### src/rtl/ssq_pkg.sv
package ssq_pkg;
  typedef enum logic [2:0] {
    ST_OFF,
    ST_WAIT_SUP,
    ST_RAMP,
    ST_DONE,
    ST_FLT_CHG,
    ST_FLT_DIS
  } ssq_state_t;
endpackage

### src/rtl/ssq_tick.sv
module ssq_tick #(
  parameter int PRESCALE = 4
) (
  input  logic clk,
  input  logic rst,
  output logic tick
);
  generate
    if (PRESCALE <= 1) begin : g_every
      always_ff @(posedge clk) begin
        if (rst) tick <= 1'b0;
        else     tick <= 1'b1;
      end
    end else begin : g_div
      localparam int CW = $clog2(PRESCALE);
      localparam logic [CW-1:0] LAST = CW'(PRESCALE - 1);
      logic [CW-1:0] cnt;
      always_ff @(posedge clk) begin
        if (rst) begin
          cnt  <= '0;
          tick <= 1'b0;
        end else begin
          tick <= (cnt == LAST);
          cnt  <= (cnt == LAST) ? '0 : cnt + 1'b1;
        end
      end
      // ticks are spaced apart, never back to back
      p_tick_spacing_r6: assert property (@(posedge clk) disable iff (rst)
        tick |=> !tick);
    end
  endgenerate
endmodule

### src/rtl/ssq_ctrl.sv
module ssq_ctrl
  import ssq_pkg::*;
#(
  parameter int LVL_W   = 12,
  parameter int STEP_MV = 8,
  parameter int CEIL_MV = 4000
) (
  input  logic             clk,
  input  logic             rst,
  input  logic             tick,
  input  logic             en,
  input  logic             sup_ok,
  input  logic             oc_evt,
  output logic [LVL_W-1:0] level,
  output ssq_state_t       state,
  output logic             drv_en,
  output logic             ss_done
);
  localparam logic [LVL_W-1:0] CEIL_C = LVL_W'(CEIL_MV);
  localparam logic [LVL_W-1:0] STEP_C = LVL_W'(STEP_MV);

  ssq_state_t       nxt;
  logic [LVL_W-1:0] lvl_n, up, dn;

  always_comb begin
    up = (level > CEIL_C - STEP_C) ? CEIL_C : level + STEP_C;
    dn = (level < STEP_C) ? '0 : level - STEP_C;
  end

  always_comb begin
    nxt   = state;
    lvl_n = level;
    if (!en) begin
      nxt   = ST_OFF;
      lvl_n = '0;
    end else if (!sup_ok && state != ST_OFF) begin
      nxt   = ST_WAIT_SUP;
      lvl_n = '0;
    end else begin
      unique case (state)
        ST_OFF:      nxt = ST_WAIT_SUP;
        ST_WAIT_SUP: if (sup_ok) nxt = ST_RAMP;
        ST_RAMP: begin
          if (tick) lvl_n = up;
          if (oc_evt) nxt = ST_FLT_CHG;
          else if (tick && up == CEIL_C) nxt = ST_DONE;
        end
        ST_DONE:     if (oc_evt) nxt = ST_FLT_DIS;
        ST_FLT_CHG: begin
          if (tick) begin
            lvl_n = up;
            if (up == CEIL_C) nxt = ST_FLT_DIS;
          end
        end
        ST_FLT_DIS: begin
          if (tick) begin
            lvl_n = dn;
            if (dn == '0) nxt = ST_RAMP;
          end
        end
        default: begin
          nxt   = ST_OFF;
          lvl_n = '0;
        end
      endcase
    end
  end

  always_ff @(posedge clk) begin
    if (rst) begin
      state   <= ST_OFF;
      level   <= '0;
      drv_en  <= 1'b0;
      ss_done <= 1'b0;
    end else begin
      state   <= nxt;
      level   <= lvl_n;
      drv_en  <= (nxt == ST_RAMP) || (nxt == ST_DONE);
      ss_done <= (nxt == ST_DONE);
    end
  end

  // level never passes the ceiling
  p_level_cap_r6: assert property (@(posedge clk) disable iff (rst)
    level <= CEIL_C);
  // disable clears the level and stops the drivers
  p_off_clear_r8: assert property (@(posedge clk) disable iff (rst)
    !en |=> (level == '0 && !drv_en));
  // no drive without both supplies
  p_supply_gate_r2: assert property (@(posedge clk) disable iff (rst)
    !sup_ok |=> !drv_en);
  // an overcurrent event drops the done flag
  p_done_drop_r7: assert property (@(posedge clk) disable iff (rst)
    oc_evt |=> !ss_done);
  // the level never rises while discharging
  p_dis_falls_r9: assert property (@(posedge clk) disable iff (rst)
    (state == ST_FLT_DIS && $past(state) == ST_FLT_DIS) |-> level <= $past(level));
  // a new event during discharge does not restart the charge phase
  p_ignore_r11: assert property (@(posedge clk) disable iff (rst)
    (state == ST_FLT_DIS && oc_evt && en && sup_ok) |=>
      (state == ST_FLT_DIS || state == ST_RAMP));
endmodule

### src/rtl/ssq_refgen.sv
module ssq_refgen #(
  parameter int LVL_W   = 12,
  parameter int V_LO_MV = 1000,
  parameter int V_HI_MV = 3000,
  parameter int INT_REF = 597
) (
  input  logic             clk,
  input  logic             rst,
  input  logic [LVL_W-1:0] level,
  input  logic             active,
  input  logic             ext_sel,
  input  logic [LVL_W-1:0] ext_ref,
  output logic [LVL_W-1:0] ref_code
);
  localparam int MW = LVL_W + $clog2(INT_REF + 1);
  localparam logic [LVL_W-1:0] LO_C   = LVL_W'(V_LO_MV);
  localparam logic [LVL_W-1:0] HI_C   = LVL_W'(V_HI_MV);
  localparam logic [LVL_W-1:0] INT_C  = LVL_W'(INT_REF);
  localparam logic [MW-1:0]    SPAN_C = MW'(V_HI_MV - V_LO_MV);

  logic [LVL_W-1:0] above, int_val, ext_val, calc;
  logic [MW-1:0]    prod;

  always_comb begin
    above   = (level > LO_C) ? level - LO_C : '0;
    prod    = MW'(above) * MW'(INT_REF);
    int_val = (level >= HI_C) ? INT_C : LVL_W'(prod / SPAN_C);
    ext_val = (above < ext_ref) ? above : ext_ref;
    calc    = ext_sel ? ext_val : int_val;
  end

  always_ff @(posedge clk) begin
    if (rst) ref_code <= '0;
    else     ref_code <= active ? calc : '0;
  end

  // zero reference at or below the low threshold
  p_ref_zero_r3: assert property (@(posedge clk) disable iff (rst)
    (level <= LO_C) |=> ref_code == '0);
  // internal law never exceeds the set point
  p_int_cap_r4: assert property (@(posedge clk) disable iff (rst)
    !ext_sel |=> ref_code <= INT_C);
endmodule

### src/rtl/softstart_hiccup_seq.sv
module softstart_hiccup_seq
  import ssq_pkg::*;
#(
  parameter int LVL_W    = 12,
  parameter int PRESCALE = 4,
  parameter int STEP_MV  = 8,
  parameter int V_LO_MV  = 1000,
  parameter int V_HI_MV  = 3000,
  parameter int CEIL_MV  = 4000,
  parameter int INT_REF  = 597
) (
  input  logic             clk,
  input  logic             rst,
  input  logic             en,
  input  logic             sup_core_ok,
  input  logic             sup_drv_ok,
  input  logic             oc_evt,
  input  logic             ref_sel_ext,
  input  logic [LVL_W-1:0] ext_ref_code,
  output logic [LVL_W-1:0] ref_code,
  output logic             gate_en,
  output logic             ss_done
);
  logic             tick;
  logic [LVL_W-1:0] level;
  ssq_state_t       state;
  logic             active;

  ssq_tick #(.PRESCALE(PRESCALE)) u_tick (
    .clk(clk), .rst(rst), .tick(tick)
  );

  ssq_ctrl #(.LVL_W(LVL_W), .STEP_MV(STEP_MV), .CEIL_MV(CEIL_MV)) u_ctrl (
    .clk(clk), .rst(rst), .tick(tick), .en(en),
    .sup_ok(sup_core_ok && sup_drv_ok), .oc_evt(oc_evt),
    .level(level), .state(state), .drv_en(gate_en), .ss_done(ss_done)
  );

  assign active = (state == ST_RAMP) || (state == ST_DONE);

  ssq_refgen #(.LVL_W(LVL_W), .V_LO_MV(V_LO_MV), .V_HI_MV(V_HI_MV),
               .INT_REF(INT_REF)) u_ref (
    .clk(clk), .rst(rst), .level(level), .active(active),
    .ext_sel(ref_sel_ext), .ext_ref(ext_ref_code), .ref_code(ref_code)
  );

  // done only with the drivers running
  p_done_drive_r6: assert property (@(posedge clk) disable iff (rst)
    ss_done |-> gate_en);
  // no reference while the drivers are off for two cycles
  p_ref_off_r9: assert property (@(posedge clk) disable iff (rst)
    (!gate_en && $past(!gate_en)) |-> ref_code == '0);
endmodule

### config.mk
export PLATFORM = sky130hd
export DESIGN_NAME = softstart_hiccup_seq
export DESIGN_NICKNAME = d
export VERILOG_FILES = /design/src/rtl/ssq_pkg.sv /design/src/rtl/ssq_tick.sv /design/src/rtl/ssq_ctrl.sv /design/src/rtl/ssq_refgen.sv /design/src/rtl/softstart_hiccup_seq.sv
export SDC_FILE = /design/constraint.sdc
export NUM_CORES = 1
export LEC_CHECK = 0
export CAP_MARGIN = 10
export CELL_PAD_IN_SITES_DETAIL_PLACEMENT = 0
export CELL_PAD_IN_SITES_GLOBAL_PLACEMENT = 1
export CORE_AREA = 2 2 130 132
export CTS_CLUSTER_DIAMETER = 50
export DETAILED_ROUTE_END_ITERATION = 8
export DIE_AREA = 0 0 132 134
export GPL_ROUTABILITY_DRIVEN = 0
export MAX_ROUTING_LAYER = met4
export PLACE_DENSITY = 0.86
export SETUP_SLACK_MARGIN = 0.5
export SLEW_MARGIN = 20
export SYNTH_ARGS = -nofsm -noshare
export SYNTH_HDL_FRONTEND = slang
export SYNTH_SLANG_ARGS = --single-unit
### constraint.sdc
create_clock -name clk -period 15 [get_ports clk]
set_clock_uncertainty 0.1 [all_clocks]
set_input_delay 1.5 -clock clk [delete_from_list [all_inputs] [get_ports clk]]
set_output_delay 1.5 -clock clk [all_outputs]
set_load 0.02 [all_outputs]
==> reports/results.tsv <==
metric	value	unit
die width	132	um
status	complete, no violations	
Detail Placement HPWL	16.5	mm
Post-Place Cell Area	7910	sq um
Synthesized Nets	1137	
top_reg_cell synth	dfxtp_1	
post-route setup TNS	0	ps
kind of end point of the critical path	register	
r2r setup slk	1620	ps
Worst path max stage delay	620	ps
Via density	6.16	
worst skew pair latency	270	ps
Post-Syn Area	7490	sq um
Worst-path clk slew	50	ps
ANT nets after route	0	
DR iter-0 viols	701	
synth unique cells	103	
Sink Count	32	
Syn Inst Count	1017	
H-tree depth	2	
GRT Total Usage	0.236	
GRT overflow	0	
Leak	3.31	nW
TritonCTS clock tree	done	
register area share after synthesis	0.0856	
Final Non-Filler Cells	1235	
Setup Viol. Count Final	0	
Rows	47	
worst-case clock buffer depth	2	
crit path to	u_ref.ref_code[0]$_SDFF_PP0_	
Area Growth Syn to Fin	7.82	%
peak supply drop	0.0518	mV
hold crit path type	register to register	
WP data arrival	13480	ps
starting density of the core	0.460	
core area	16300	sq um
vias in the first global route	6989	
Total Power	206	uW
syn_area_per_cell	7.36	sq um
CTS Root Cell	clkbuf_16	
nets	1135	
Final Instance Area	8070	sq um
Vias	7609	
Die H	134	um
Post-synth ARST share	0	
Worst Path Max Fanout	14	
Max Cap Viol	0	
worst slew pin tran	1140	ps
Slowest-stage cell, CP	dfxtp_1	
DR pass1 iterations	5	
post-cts hold buffer count	0	
drt total wl	20.6	mm
Max Slew Vio Count	0	
placed insts	1228	
die area	17700	sq um
# IOs	33	
total CTS buffers	5	
Inserted Diodes	0	
Hold Fails Final Rpt	0	
Worst setup SP type	register	
Tmin final	13380	ps
Yosys warning total	0	
top achievable clock speed	74.8	MHz
first-pass GRT wire length	34.3	mm
initial antenna violation count	0	
routed length per placed instance	16.7	um
Final Cycle Share	0.892	
DRC violations left	0	
IO Port Bufs	32	
Setup Crit Path Kind	register to register	
RSZ-0062 raised after global routing	no	
EDFF count, synth	0	
WP data required	15100	ps
Reg2Reg Depth	44	
r2r endpoint	u_ref.ref_code[0]$_SDFF_PP0_	
pwr dens	25.6	nW/um^2
Setup crit start	u_ctrl.level[8]$_SDFFE_PP0P_	
reg2reg start	u_ctrl.level[8]$_SDFFE_PP0P_	
largest net degree at the start of global routing	18	
share of layout cells above drive strength 1	0.0709	
Max-slew headroom	0.241	
synthesized flop and latch total	32	
[metrics by stage]
stage,worst slack (ps),hold slack [ps],utilization
6_report,1620,324,0.496
5_1_grt,678,371,0.496
4_1_cts,1480,330,0.495
3_5_place_dp,1520,321,0.485
3_3_place_gp,1910,319,0.485
2_1_floorplan,3400,303,-
[state kept, by name (all words and copies together), names as in the netlist]
name,flops
u_ctrl.state,3
u_ctrl.level,12
u_ref.ref_code,12
u_ctrl.drv_en,1
u_tick.g_div.cnt,2
u_tick.tick,1
u_ctrl.ss_done,1
[repair_timing]
action / 4_1_cts / 5_1_grt
setup endpoints to repair: 0 / 2
endpoints found under the hold margin: 0 / 0
gates resized for setup: 0 / 2
setup buffers: 0 / 0
[cells in the final DEF (no fill, tap or decap), types with 17 or more instances in the layout]
| cell type | netlist | final |
|---|---|---|
| nand2_1 | 103 | 103 |
| xor2_1 | 19 | 19 |
| ha_1 | 80 | 80 |
| a21oi_1 | 74 | 73 |
| nor2_1 | 86 | 86 |
| clkdlybuf4s50_1 | 0 | 32 |
| xnor2_1 | 27 | 27 |
| a31oi_1 | 20 | 20 |
| inv_1 | 59 | 59 |
| nand3_1 | 31 | 31 |
| o21ai_0 | 50 | 50 |
| dfxtp_1 | 32 | 32 |
| and2_1 | 17 | 17 |
| nor3_1 | 41 | 41 |
| fa_1 | 21 | 21 |
[cells by family (layout without fill, tap and decap cells)]
logic type | Yosys count | count (layout) | share of synthesized area
adders and majority gates | 104 | 104 | 0.194
buffers and inverters | 107 | 105 | 0.0598
and+or+nand+nor | 370 | 370 | 0.244
muxes | 19 | 19 | 0.0279
DFF | 32 | 32 | 0.0856
xor gates and xnor gates | 49 | 49 | 0.0618
AOI/OAI and AO/OA | 336 | 336 | 0.326
[cells in the mapped netlist, types with 5 or more instances]
cell        n  area (sq um)
nand4_1    13          81.3
a221oi_1    6          52.6
xnor2_1    27           236
o21bai_1    5          37.5
nor2b_1    11          68.8
nor3b_1     8          60.1
o311ai_0    5          43.8
fa_1       21           420
a32oi_1     5          43.8
nand3_1    31           155
nand2_1   103           387
and2_1     17           106
a311oi_1    7          61.3
or3_1       5          31.3
a41oi_1     7          61.3
o21a_1      7          52.6
o211ai_1   14           105
nand2b_1    9          56.3
a21oi_1    74           370
a211oi_1   13          97.6
and3_1     12          75.1
ha_1       80          1000
o21ai_0    50           250
mux2i_1    13           130
a31oi_1    20           125
o21ai_1    15          75.1
dfxtp_1    32           641
inv_1      59           221
xor2_1     19           166
o22ai_1     7          43.8
a22oi_1    11          82.6
buf_2      16          80.1
clkbuf_1   25          93.8
nor2_1     86           323
a21o_1     11          82.6
nor3_1     41           205
a211o_1     8          70.1
nor4_1      6          37.5
[where the power goes]
group	switching (mW)	internal (mW)	total (mW)
Combinational	0.00616	0.00679	0.0130
Sequential	0.000666	0.0861	0.0868
Clock	0.0369	0.0696	0.106
Total	0.0437	0.163	0.206
[worst min path at each step]
stage / startpoint / to / slack [ps] / depth (start not counted)
2_1_floorplan: u_tick.g_div.cnt[0]$_SDFF_PP0_ / u_tick.g_div.cnt[0]$_SDFF_PP0_ / 300 / 1
5_1_grt: u_tick.g_div.cnt[0]$_SDFF_PP0_ / u_tick.g_div.cnt[0]$_SDFF_PP0_ / 370 / 1
6_report: u_tick.g_div.cnt[0]$_SDFF_PP0_ / u_tick.g_div.cnt[0]$_SDFF_PP0_ / 320 / 1
4_1_cts: u_tick.g_div.cnt[0]$_SDFF_PP0_ / u_tick.g_div.cnt[0]$_SDFF_PP0_ / 330 / 1
3_3_place_gp: u_tick.g_div.cnt[0]$_SDFF_PP0_ / u_tick.g_div.cnt[0]$_SDFF_PP0_ / 320 / 1
3_5_place_dp: u_tick.g_div.cnt[0]$_SDFF_PP0_ / u_tick.g_div.cnt[0]$_SDFF_PP0_ / 320 / 1
[critical path: cells and delay by family, from the launching register on]
| family | cells | cell delay, ps |
|---|---|---|
| compound gates | 23 | 6280 |
| xor+xnor | 2 | 1010 |
| fa+ha+maj | 6 | 2600 |
| buf+inv | 3 | 310 |
| flops | 1 | 620 |
| mux | 1 | 170 |
| simple gates | 9 | 2180 |
[final cells by class]
class | instances | area, sq um
fillers | 1638 | 8220
multi-input cells | 878 | 6410
flip-flops and latches | 32 | 641
repair buffers | 39 | 373
well taps | 220 | 275
inverters | 59 | 221
clock buffers | 7 | 153
[layer usage]
layer	global-route usage	share of wire
met3	0.0197	0.043
met2	0.382	0.46
met5	-	0
met1	0.324	0.48
met4	0.0483	0.016
(Power assumes the default switching activity.)
